## src/rtl/word_addr_ctr.sv

```systemverilog
module word_addr_ctr #(
  parameter int AW = 11
) (
  input  logic          clk,
  input  logic          rst_n,
  input  logic          load,
  input  logic [AW-1:0] load_addr,
  input  logic          step,
  input  logic          rd_mode,
  input  logic          page16,
  output logic [AW-1:0] addr
);
  localparam logic [AW-1:0] ONE = AW'(1);

  logic [AW-1:0] ofs_mask;
  logic [AW-1:0] inc_all;
  logic [AW-1:0] inc_page;
  logic [AW-1:0] nxt;

  assign ofs_mask = page16 ? AW'(15) : AW'(7);
  assign inc_all  = addr + ONE;
  assign inc_page = (addr & ~ofs_mask) | (inc_all & ofs_mask);
  assign nxt      = load ? load_addr
                  : step ? (rd_mode ? inc_all : inc_page)
                  : addr;

  always_ff @(posedge clk or negedge rst_n)
    if (!rst_n) addr <= '0;
    else        addr <= nxt;

  assert_load_wins_R3: assert property (@(posedge clk) disable iff (!rst_n)
    load |=> addr == $past(load_addr));

  assert_row_kept_R4: assert property (@(posedge clk) disable iff (!rst_n)
    (!load && step && !rd_mode) |=>
      ((addr & ~$past(ofs_mask)) == ($past(addr) & ~$past(ofs_mask))));

  assert_page_wrap_R5: assert property (@(posedge clk) disable iff (!rst_n)
    (!load && step && !rd_mode && ((addr & ofs_mask) == ofs_mask)) |=>
      ((addr & $past(ofs_mask)) == '0));

  assert_array_wrap_R7: assert property (@(posedge clk) disable iff (!rst_n)
    (!load && step && rd_mode && (&addr)) |=> addr == '0);

  assert_hold_R8: assert property (@(posedge clk) disable iff (!rst_n)
    (!load && !step) |=> $stable(addr));
endmodule

```

## config.mk

```make
export PLATFORM = sky130hd
export DESIGN_NAME = word_addr_ctr
export DESIGN_NICKNAME = d
export VERILOG_FILES = /design/src/rtl/word_addr_ctr.sv
export SDC_FILE = /design/constraint.sdc
export NUM_CORES = 1
export LEC_CHECK = 0
export BUFFER_PORTS_ARGS = -buffer_cell sky130_fd_sc_hd__buf_2
export CAP_MARGIN = 20
export CELL_PAD_IN_SITES_DETAIL_PLACEMENT = 1
export CELL_PAD_IN_SITES_GLOBAL_PLACEMENT = 2
export CORE_MARGIN = 2
export CORE_UTILIZATION = 25
export DETAILED_ROUTE_END_ITERATION = 10
export PLACE_DENSITY = 0.85
export REMOVE_ABC_BUFFERS = 1
export SLEW_MARGIN = 20
export SYNTH_ARGS = -nofsm -noshare
export SYNTH_HDL_FRONTEND = slang
export SYNTH_SLANG_ARGS = --single-unit
export TNS_END_PERCENT = 5
```

## constraint.sdc

```tcl
create_clock -name clk -period 1.5 [get_ports clk]
set_input_delay 0.45 -clock clk [delete_from_list [all_inputs] [get_ports clk]]
set_output_delay 0.45 -clock clk [all_outputs]
set_load 0.005 [all_outputs]
```

# --- Word level (Yosys, flattened, before mapping) ---
# Index checks and enable logic that the tools add are counted.
totals:
  register_bits: 11
  word_cells: 11
  inputBits: 17
classes:
  reduce_logical: 1
  mux: 4
  bitwise: 4
  addsub: 1
op_table:
  columns: ["operator", "count"]
  rows:
  - ["11-bit 2-to-1 mux", 3]
  - ["11-bit by 1-bit adder with 11-bit output, second input constant", 1]
  - ["11-bit bitwise AND", 1]
  - ["11-bit by 4-bit bitwise AND with 11-bit output", 1]
  - ["4-bit NOT with 11-bit output", 1]
  - ["11-bit OR", 1]
  - ["4-bit 2-to-1 mux", 1]
  - ["2-bit nonzero test", 1]

# --- Longest topological paths before layout ---
# Gate-level depths: netlist of the first run.
depth:
  word_depth: 7
  depth_mapped: 4

# --- Least setup slack after synthesis of the first run ---
# No wires, ideal clock.
synth_timing:
  path_type: "register to register"
  start: "register addr[0]"
  end: "register addr[8]"
  path_slack_ps: 30
  setup_time_ps: 82
  period_less_slack_ps: 1470
  t_required_ps: 1418
  arrival_time_ps: 1388
  path_stages_with_launch: 5
  cell_sequence: "dfrtp_1 > ha_1 > nand3_1 > or4_1 > a31oi_1"
synth_between:
  elab_chain_len: 6
synth_lines:
  columns: ["element", "line", "rtl"]
  rows:
  - ["start: declaration", "11", "output logic [AW-1:0] addr"]
  - ["start signal: assignment", "29", "else addr <= nxt;"]
  - ["11-bit by 1-bit adder with 11-bit output (*)", "21", "assign inc_all = addr + ONE;"]
  - ["11-bit by 4-bit bitwise AND with 11-bit output", "22", "assign inc_page = (addr & ~ofs_mask) | (inc_all & ofs_mask);"]
  - ["11-bit OR", "22", null]
  - ["11-bit 2-to-1 mux (*) (2 in a row)", "24", ": step ? (rd_mode ? inc_all : inc_page)"]
  - ["11-bit 2-to-1 mux (*)", "23", "assign nxt = load ? load_addr"]
# Mark *: on every way between the ends. The rest lies on a longest branch, timed or not. The select of a mux whose other input is x is not followed.
# A chain may end at the register's enable or synchronous reset.

# --- Final worst setup path of the first run ---
layout_timing:
  start: "register addr[1]"
  end: "register addr[8]"
# The elaborated chain is that of the path after synthesis.

==> results.json, run 1 <==
{
  "drc": 0,
  "drt-total-wl_mm": 2.14,
  "yosys_warnings": 0,
  "vias_per_cell": 5.20,
  "synth_top_area_frac": 0.420,
  "num_rows": 18,
  "use_met1": 0.183,
  "finClkSkew_ns": 0.00762,
  "crit_arrival_ns": 1.66,
  "tns_ns": 0,
  "powerDensity_mw_per_mm2": 845,
  "grtUsageMet2": 0.257,
  "finalMaxSlewViolations": 0,
  "required_ns": 1.69,
  "grt_pass1_wl_mm": 3.59,
  "slew_headroom": 0.782,
  "clk_pin_slew_ns": 0.09,
  "diodes": 0,
  "start_util": 0.265,
  "grt_setup_unrepaired": "yes",
  "synthArstFlopShare": 1.00,
  "netlist_top_cells_count": "11 x dfrtp_1, 11 x nand2_1, 6 x or4_1",
  "ant_nets": 0,
  "peakVddDrop_mv": 0.460,
  "fin_crit_sh": 0.980,
  "die_w_um": 55.2,
  "worstMarginPinSlew_ns": 0.326,
  "critPathMaxFanout": 5,
  "power.leakage_uw": 0.000417,
  "finalHoldViolCount": 0,
  "dr.pass1.iters": 3,
  "largest_register": "addr",
  "path_class": "flip-flop to flip-flop",
  "io_pins": 28,
  "fmax_ghz": 0.680,
  "synth-seq-cells": 11,
  "reg.largest.list": "addr: 10 flops",
  "die-area_mm2": 0.00305,
  "maxCapViolCount": 0,
  "h-tree-depth": 1,
  "track_usage": 0.148,
  "core_mm2": 0.00248,
  "grt.overflow.total": 0,
  "clock_path_buffers": 2,
  "dp.cells": 134,
  "final_cells": 139,
  "hold_path_class": "primary input to asynchronous set/reset pin",
  "yosys.area.top_type": "dfrtp_1",
  "areaGrowthSynthToFinish_pct": 46.8,
  "finalSetupViolCount": 0,
  "synth_cell_types": 25,
  "ys_seq_area_frac": 0.420,
  "largest_reg_flops": 10,
  "insertion_delay_ns": 0.27,
  "wl_per_cell_um": 15.4,
  "cts_tree": "built",
  "grt_pass1_vias": 783,
  "syn_area_um2": 656,
  "cts_made_buffers": 3,
  "die_h_um": 55.2,
  "clockRootBuffer": "clkbuf_4",
  "vias": 723,
  "nFillCells": 313,
  "yosys-top-cells-area": "dfrtp_1 42%, or4_1 6.9%, nand2_1 6.3%",
  "finalNetCount": 128,
  "outcome": "complete, no violations",
  "synth_ff_type": "dfrtp_1",
  "finalPower_uw": 813,
  "setup.worst_path.start_class": "flip-flop",
  "grt_max_degree": 15,
  "place_congestion": 0.740,
  "cts.sinks": 11,
  "final_core_util": 0.388,
  "synth_edf_count": 0,
  "avgSynthCellArea_um2": 9.23,
  "period_needed_ns": 1.47,
  "critPathCaptureType": "flip-flop",
  "drtIter0Drc": 10,
  "grt.busiest_layer": "met2",
  "post-dp-hpwl_mm": 1.59,
  "syn_inst": 71,
  "io_buffers": 27,
  "fin_ws_ns": 0.0293,
  "pre_cts_ws_ns": -0.160,
  "antenna_found_initial": 0,
  "grt_use_met3": 0.0258,
  "drive_above_1_share": 0.431
}
==> repair_timing <==
item,4_1_cts,5_1_grt
pin swaps,1,4
setup buffers,0,1
gates resized for setup,2,7
hold buffers,0,0
endpoints found under the hold margin,0,0
endpoints found under the setup margin,2,3
==> logic make-up after synthesis <==
group / synth area share
AO/OA/AOI/OAI: 0.177
AND/OR/NAND/NOR: 0.279
buffers and inverters: 0.0630
adder cells (fa/ha/maj): 0.0191
multiplexers: 0.0153
flip-flops: 0.420
XOR/XNOR: 0.0267
==> final timing paths <==
kind	from	slack [ns]	cells after the start	endpoint
setup reg to reg	addr[1]	0.03	4	addr[8]
setup / recovery	addr[1]	0.03	4	addr[8]
hold / removal	rst_n	0.04	1	addr[1]
hold reg to reg	addr[10]	0.58	2	addr[10]
max in group asynchronous	rst_n	1.22	1	addr[4]
min in group clk	load_addr[1]	0.38	3	addr[1]
==> cells in the final DEF (no fill, tap or decap) <==
| cell | instances |
|---|---|
| o31ai_2 | 1 |
| nand3b_1 | 1 |
| o211ai_1 | 3 |
| xor2_1 | 1 |
| nand3_1 | 2 |
| a31oi_4 | 1 |
| o311ai_0 | 1 |
| or4_4 | 1 |
| dfrtp_1 | 10 |
| ha_4 | 1 |
| nand4bb_1 | 1 |
| mux2i_1 | 1 |
| nand4_1 | 3 |
| nand2_1 | 11 |
| nor4_1 | 1 |
| o21ai_0 | 3 |
| xnor2_1 | 1 |
| nand3_4 | 1 |
| buf_12 | 1 |
| o31ai_1 | 4 |
| a22oi_1 | 1 |
| nor2b_1 | 1 |
| buf_4 | 9 |
| a31oi_1 | 3 |
| nand4_2 | 1 |
| nor2_1 | 5 |
| clkbuf_4 | 3 |
| buf_2 | 27 |
| or4_1 | 5 |
| inv_1 | 3 |
| clkbuf_1 | 1 |
| dfrtp_2 | 1 |
==> layout make-up <==
| class | instances | area [µm²] | share of cell area |
|---|---|---|---|
| clock buffers | 4 | 26.3 | 0.0273 |
| inverters | 3 | 11.3 | 0.0117 |
| multi-input cells | 54 | 388 | 0.403 |
| flip-flops and latches | 11 | 277 | 0.287 |
| well taps | 30 | 37.5 | 0.0390 |
| repair buffers | 37 | 223 | 0.231 |
==> critical path, stage by stage, from the launching register on <==
cell     delay [ns]
dfrtp_1        0.41
ha_4           0.17
nand3_4        0.09
or4_4          0.51
a31oi_4        0.20
==> metrics by stage <==
step / hold WS [ns] / cell area [µm²]
floorplan: 0.154 / 626
global placement: 0.345 / 878
detailed placement: 0.346 / 878
CTS: 0.0456 / 912
global route: 0.0423 / 962
finish: 0.0430 / 962
==> layer usage <==
metal	up-vias	share of wire
met4	0	0.0051
met2	22	0.50
li1	349	-
met1	350	0.44
met5	-	0
met3	2	0.049
==> report_power, final <==
part / switching (µW) / total [µW] / leakage, µW / internal, µW
Clock: 114 / 217 / 0.0000150 / 103
Sequential: 39.7 / 368 / 0.000127 / 329
Combinational: 113 / 228 / 0.000274 / 115
No activity file was read; power rests on OpenSTA's default activity.
==> run 2: changes to the inputs <==
- ABC_AREA: default -> 1
- BUFFER_PORTS_ARGS: -buffer_cell sky130_fd_sc_hd__buf_2 -> default
- CORE_UTILIZATION: 25 -> 31
- DONT_BUFFER_PORTS: default -> 1
- PLACE_DENSITY: 0.85 -> 0.86
==> results.json, run 2 <==
{
  "slew_headroom": 0.622,
  "grt_setup_unrepaired": "no",
  "wl_per_cell_um": 15.3,
  "yosys-top-cells-area": "dfrtp_1 37%, nand2_1 19%, a21oi_1 6.7%",
  "min_to": "addr[0]",
  "path_common_cell": "nand2_1",
  "synth_ff_type": "dfrtp_1",
  "finalNetCount": 134,
  "whs_path_depth": 2,
  "reg.largest.list": "addr: 10 flops",
  "layout_commonest_cell": "nand2_1",
  "finalSetupViolCount": 0,
  "cts.sinks": 11,
  "die_h_um": 53.1,
  "cp_slowest_stage_delay_ns": 0.43,
  "cts_made_buffers": 3,
  "vias": 732,
  "ant_nets": 0,
  "areaGrowthSynthToFinish_pct": 10.2,
  "post-dp-hpwl_mm": 1.63,
  "largest_reg_flops": 10,
  "avgSynthCellArea_um2": 6.79,
  "critPathCaptureType": "flip-flop",
  "die_w_um": 53.1,
  "outcome": "complete, no violations",
  "fmax_ghz": 0.738,
  "period_needed_ns": 1.36,
  "reg2reg_from": "addr[1]",
  "finalPower_uw": 793,
  "hold_path_class": "primary input to flip-flop",
  "reg2reg_to": "addr[8]",
  "fin_crit_sh": 0.904,
  "insertion_delay_ns": 0.29,
  "antenna_found_initial": 0,
  "ys_seq_area_frac": 0.369,
  "num_rows": 17,
  "drive_above_1_share": 0.113,
  "finClkSkew_ns": 0.0119,
  "drc": 0,
  "crit_arrival_ns": 1.52,
  "slowest_stage": "dfrtp_1",
  "synth.most_common_cell": "nand2_1",
  "yosys.area.top_type": "dfrtp_1",
  "cts_tree": "built",
  "core_mm2": 0.00225,
  "netlist_top_cells_count": "37 x nand2_1, 11 x dfrtp_1, 11 x nor2_1",
  "drtIter0Drc": 4,
  "synthArstFlopShare": 1.00,
  "required_ns": 1.67,
  "maxCapViolCount": 0,
  "drt-total-wl_mm": 2.19,
  "finalMaxSlewViolations": 0,
  "largest_register": "addr",
  "holdCritStartpoint": "load",
  "syn_inst": 110,
  "worstMarginPinSlew_ns": 0.565,
  "diodes": 0,
  "clock_path_buffers": 2,
  "die-area_mm2": 0.00282,
  "start_util": 0.331,
  "powerDensity_mw_per_mm2": 963,
  "nFillCells": 319,
  "io_buffers": 0,
  "tns_ns": 0,
  "peakVddDrop_mv": 0.318,
  "track_usage": 0.180,
  "synth-seq-cells": 11,
  "place_congestion": 0.729,
  "dr.pass1.iters": 4,
  "setup.worst_path.start_class": "flip-flop",
  "finalHoldViolCount": 0,
  "grt_pass1_vias": 763,
  "power.leakage_uw": 0.000384,
  "path_cells": "ha_1 > nand2_1 > nor2_1 > nand2_1 > nand2_1 > nand2_1 > nand2_1 > a21oi_1",
  "clk_pin_slew_ns": 0.09,
  "clockRootBuffer": "clkbuf_4",
  "grt.overflow.total": 0,
  "syn_area_um2": 747,
  "vias_per_cell": 5.12,
  "synth_edf_count": 0,
  "grt_max_degree": 13,
  "ff2ff_setup_slack_ns": 0.14,
  "path_class": "flip-flop to flip-flop",
  "h-tree-depth": 1,
  "final_core_util": 0.365,
  "io_pins": 28,
  "synth_cell_types": 21,
  "critPathMaxFanout": 4,
  "reg2reg_depth": 8,
  "grt_pass1_wl_mm": 3.54,
  "final_cell_mix": "37 x nand2_1, 11 x nor2_1, 10 x a21oi_1, 10 x dfrtp_1, 9 x inv_1",
  "synth_top_area_frac": 0.369,
  "yosys_warnings": 0
}
[run 2: cell count changes after synthesis, sizes merged, moves of 2 or more]
cell / before / now
buf: 2 / 0
a21oi: 0 / 11
nand2: 11 / 38
inv: 3 / 12
o31ai: 5 / 0
or4: 6 / 0
o211ai: 3 / 1
o21ai: 3 / 7
a31oi: 4 / 0
nand3: 3 / 8
nor2: 5 / 13
a22oi: 1 / 3
nand4: 4 / 0
[run 2: power by group]
| group | internal (µW) | leakage (µW) | switching, µW |
|---|---|---|---|
| sequential | 337 | 0.000132 | 66.1 |
| clock | 103 | 0.0000150 | 123 |
| combinational | 67.3 | 0.000237 | 96.6 |
[run 2: cells by family (layout without fill, tap and decap cells)]
logic type               after synthesis  count (layout)  share of synthesized area
XOR/XNOR                               2               2                     0.0235
flip-flops                            11              11                      0.369
AND/OR/NAND/NOR                       61              61                      0.350
adder cells (fa/ha/maj)                1               1                     0.0167
buffers and inverters                 13              18                     0.0653
AO/OA/AOI/OAI                         22              22                      0.176
[run 2: cell type report]
class	count	area [µm²]	share of cell area
Clock buffer	4	26.3	0.0319
Multi-Input combinational cell	86	423	0.514
Timing Repair Buffer	2	17.5	0.0213
Inverter	12	45.0	0.0547
Tap cell	28	35.0	0.0426
Sequential cell	11	277	0.336
[run 2: worst max-delay path by stage]
stage                  from       to  slack, ns  cells past startpoint
floorplan           addr[0]  addr[8]       0.30                      8
global placement    addr[0]  addr[8]       0.15                      8
detailed placement  addr[0]  addr[8]       0.14                      8
CTS                 addr[0]  addr[8]       0.12                      8
global route        addr[1]  addr[8]      0.009                      7
finish              addr[1]  addr[8]       0.14                      8
[run 2: per-stage QoR]
stage               setup WS [ns]  instances  hold WS (ns)  instance area (µm²)
floorplan                   0.304        109         0.154                  743
CTS                         0.120        143         0.309                  822
global placement            0.149        138         0.155                  786
finish                      0.144        143         0.296                  823
detailed placement          0.135        138         0.155                  786
global route              0.00889        143         0.299                  823
[run 2: critical path, delay by kind of cell (launching register included)]
kind / cells / cell delay (ns)
AOI/OAI and AO/OA: 1 / 0.05
adders and majority gates: 1 / 0.22
DFF: 1 / 0.43
and+or+nand+nor: 6 / 0.54
[run 2: layer usage]
| layer | track usage | up-vias | routed length [µm] |
|---|---|---|---|
| met4 | 0.111 | 0 | 53 |
| met1 | 0.224 | 345 | 1010 |
| met5 | 0 | - | 0 |
| li1 | - | 363 | - |
| met3 | 0.0339 | 5 | 90 |
| met2 | 0.283 | 19 | 1040 |
[run 2: repair_timing]
action                                  in CTS  in global routing
hold endpoints to repair                    11                  0
buffers inserted                             0                  0
endpoints found under the setup margin       0                  3
hold buffers                                 1                  0
gates resized for setup                      0                  1
==> run 3: changes to the inputs <==
- CELL_PAD_IN_SITES_GLOBAL_PLACEMENT: 2 -> 1
- CORE_UTILIZATION: 31 -> 40
- PLACE_DENSITY: 0.86 -> 0.85
==> results.json, run 3 (synthesis results as in run 2) <==
{
  "setup.worst_path.start_class": "flip-flop",
  "critPathCaptureType": "flip-flop",
  "start_util": 0.428,
  "grt_setup_unrepaired": "no",
  "cp-startpoint": "addr[0]",
  "io_buffers": 0,
  "peakVddDrop_mv": 0.418,
  "reg2reg_from": "addr[0]",
  "slew_headroom": 0.640,
  "drive_above_1_share": 0.105,
  "insertion_delay_ns": 0.27,
  "period_needed_ns": 1.39,
  "required_ns": 1.70,
  "place_congestion": 0.817,
  "die_h_um": 47.2,
  "fin_crit_sh": 0.923,
  "diodes": 0,
  "num_rows": 15,
  "powerDensity_mw_per_mm2": 958,
  "p_int_uw": 504,
  "vias_per_cell": 5.33,
  "largest_reg_flops": 10,
  "antenna_found_initial": 0,
  "maxCapViolCount": 0,
  "grt_pass1_vias": 803,
  "p_clk_frac": 0.273,
  "dp.cells": 134,
  "grt.overflow.total": 0,
  "grt_pass1_wl_mm": 3.30,
  "cts.sinks": 11,
  "vias": 741,
  "clk_pin_slew_ns": 0.08,
  "dr.pass1.iters": 4,
  "finClkSkew_ns": 0.00518,
  "drt-total-wl_mm": 2.07,
  "die_w_um": 47.2,
  "swShare": 0.353,
  "ff2ff_setup_slack_ns": 0.11,
  "layout_commonest_cell": "nand2_1",
  "fmax_ghz": 0.722,
  "holdWs_ns": 0.317,
  "seq_power_share": 0.518,
  "switching_power_uw": 275,
  "cts_tree": "built",
  "hold_path_class": "primary input to flip-flop",
  "grt_max_degree": 13,
  "finalPower_uw": 779,
  "finalSetupViolCount": 0,
  "reg2reg_to": "addr[10]",
  "fin_ws_ns": 0.115,
  "cts_made_buffers": 3,
  "die-area_mm2": 0.00223,
  "ant_nets": 0,
  "areaGrowthSynthToFinish_pct": 8.88,
  "reg.largest.list": "addr: 10 flops",
  "power.leakage_uw": 0.000380,
  "wl_per_cell_um": 14.9,
  "drtIter0Drc": 11,
  "core_mm2": 0.00175,
  "path_class": "flip-flop to flip-flop",
  "finalMaxSlewViolations": 0,
  "reg2reg_depth": 7,
  "critPathMaxFanout": 5,
  "finalNetCount": 133,
  "combinationalPowerShare": 0.209,
  "clockRootBuffer": "clkbuf_4",
  "clock_path_buffers": 2,
  "final_cells": 139,
  "io_pins": 28,
  "post-dp-hpwl_mm": 1.63,
  "worstMarginPinSlew_ns": 0.538,
  "outcome": "complete, no violations",
  "finalHoldViolCount": 0,
  "track_usage": 0.213,
  "drc": 0,
  "tns_ns": 0,
  "crit_arrival_ns": 1.58,
  "crit_path_end": "addr[10]",
  "nFillCells": 250,
  "final_cell_mix": "37 x nand2_1, 11 x dfrtp_1, 10 x nor2_1, 10 x a21oi_1, 9 x inv_1",
  "h-tree-depth": 1,
  "largest_register": "addr",
  "pre_cts_ws_ns": 0.101
}
run 3: per-layer routing:
metal,vias to the layer above,part of all wire,track usage
met1,352,0.42,0.215
met3,5,0.045,0.0615
met4,0,0.015,0.0889
met5,-,0,0
met2,20,0.52,0.403
li1,364,-,-
run 3: worst min path at each step:
stage	from	endpoint	slack (ns)	cells past startpoint
floorplan	rst_n	asynchronous set/reset pin	0.15	0
global placement	rst_n	addr[9]	0.15	0
detailed placement	rst_n	addr[9]	0.15	0
CTS	load	addr[4]	0.32	2
global route	step	addr[1]	0.32	2
finish	load	addr[4]	0.32	2
run 3: power groups by stage:
| stage | clock [µW] | sequential (µW) | combinational [µW] |
|---|---|---|---|
| floorplan | 0 | 391 | 126 |
| global placement | 0 | 407 | 145 |
| detailed placement | 0 | 409 | 155 |
| CTS | 214 | 404 | 166 |
| global route | 228 | 413 | 187 |
| finish | 213 | 403 | 163 |
run 3: cell type report:
class	count	area (µm²)	share of cell area
well taps	25	31.3	0.0385
clock buffers	4	26.3	0.0323
flip-flops and latches	11	275	0.338
inverters	12	45.0	0.0554
repair buffers	1	10.0	0.0123
multi-input cells	86	425	0.523
run 3: what timing repair did:
action,CTS,global route
gates resized for setup,0,1
setup buffers,0,0
hold buffers,1,0
endpoints found under the hold margin,11,0
setup endpoints to repair,0,2
run 3: through the flow:
stage | util | instance area [µm²]
final | 0.466 | 813
after global routing | 0.466 | 813
after floorplan | - | 743
after detailed placement | 0.444 | 774
after global placement | 0.444 | 774
after CTS | 0.465 | 811
run 3: worst max-delay path: stages, from the launching register on:
cell and delay (ns):
dfrtp_1 0.45, ha_1 0.22, nand3_1 0.15, nor2_2 0.17, nand2_1 0.08, nand2_1 0.06, nand3_1 0.06, a21oi_1 0.12
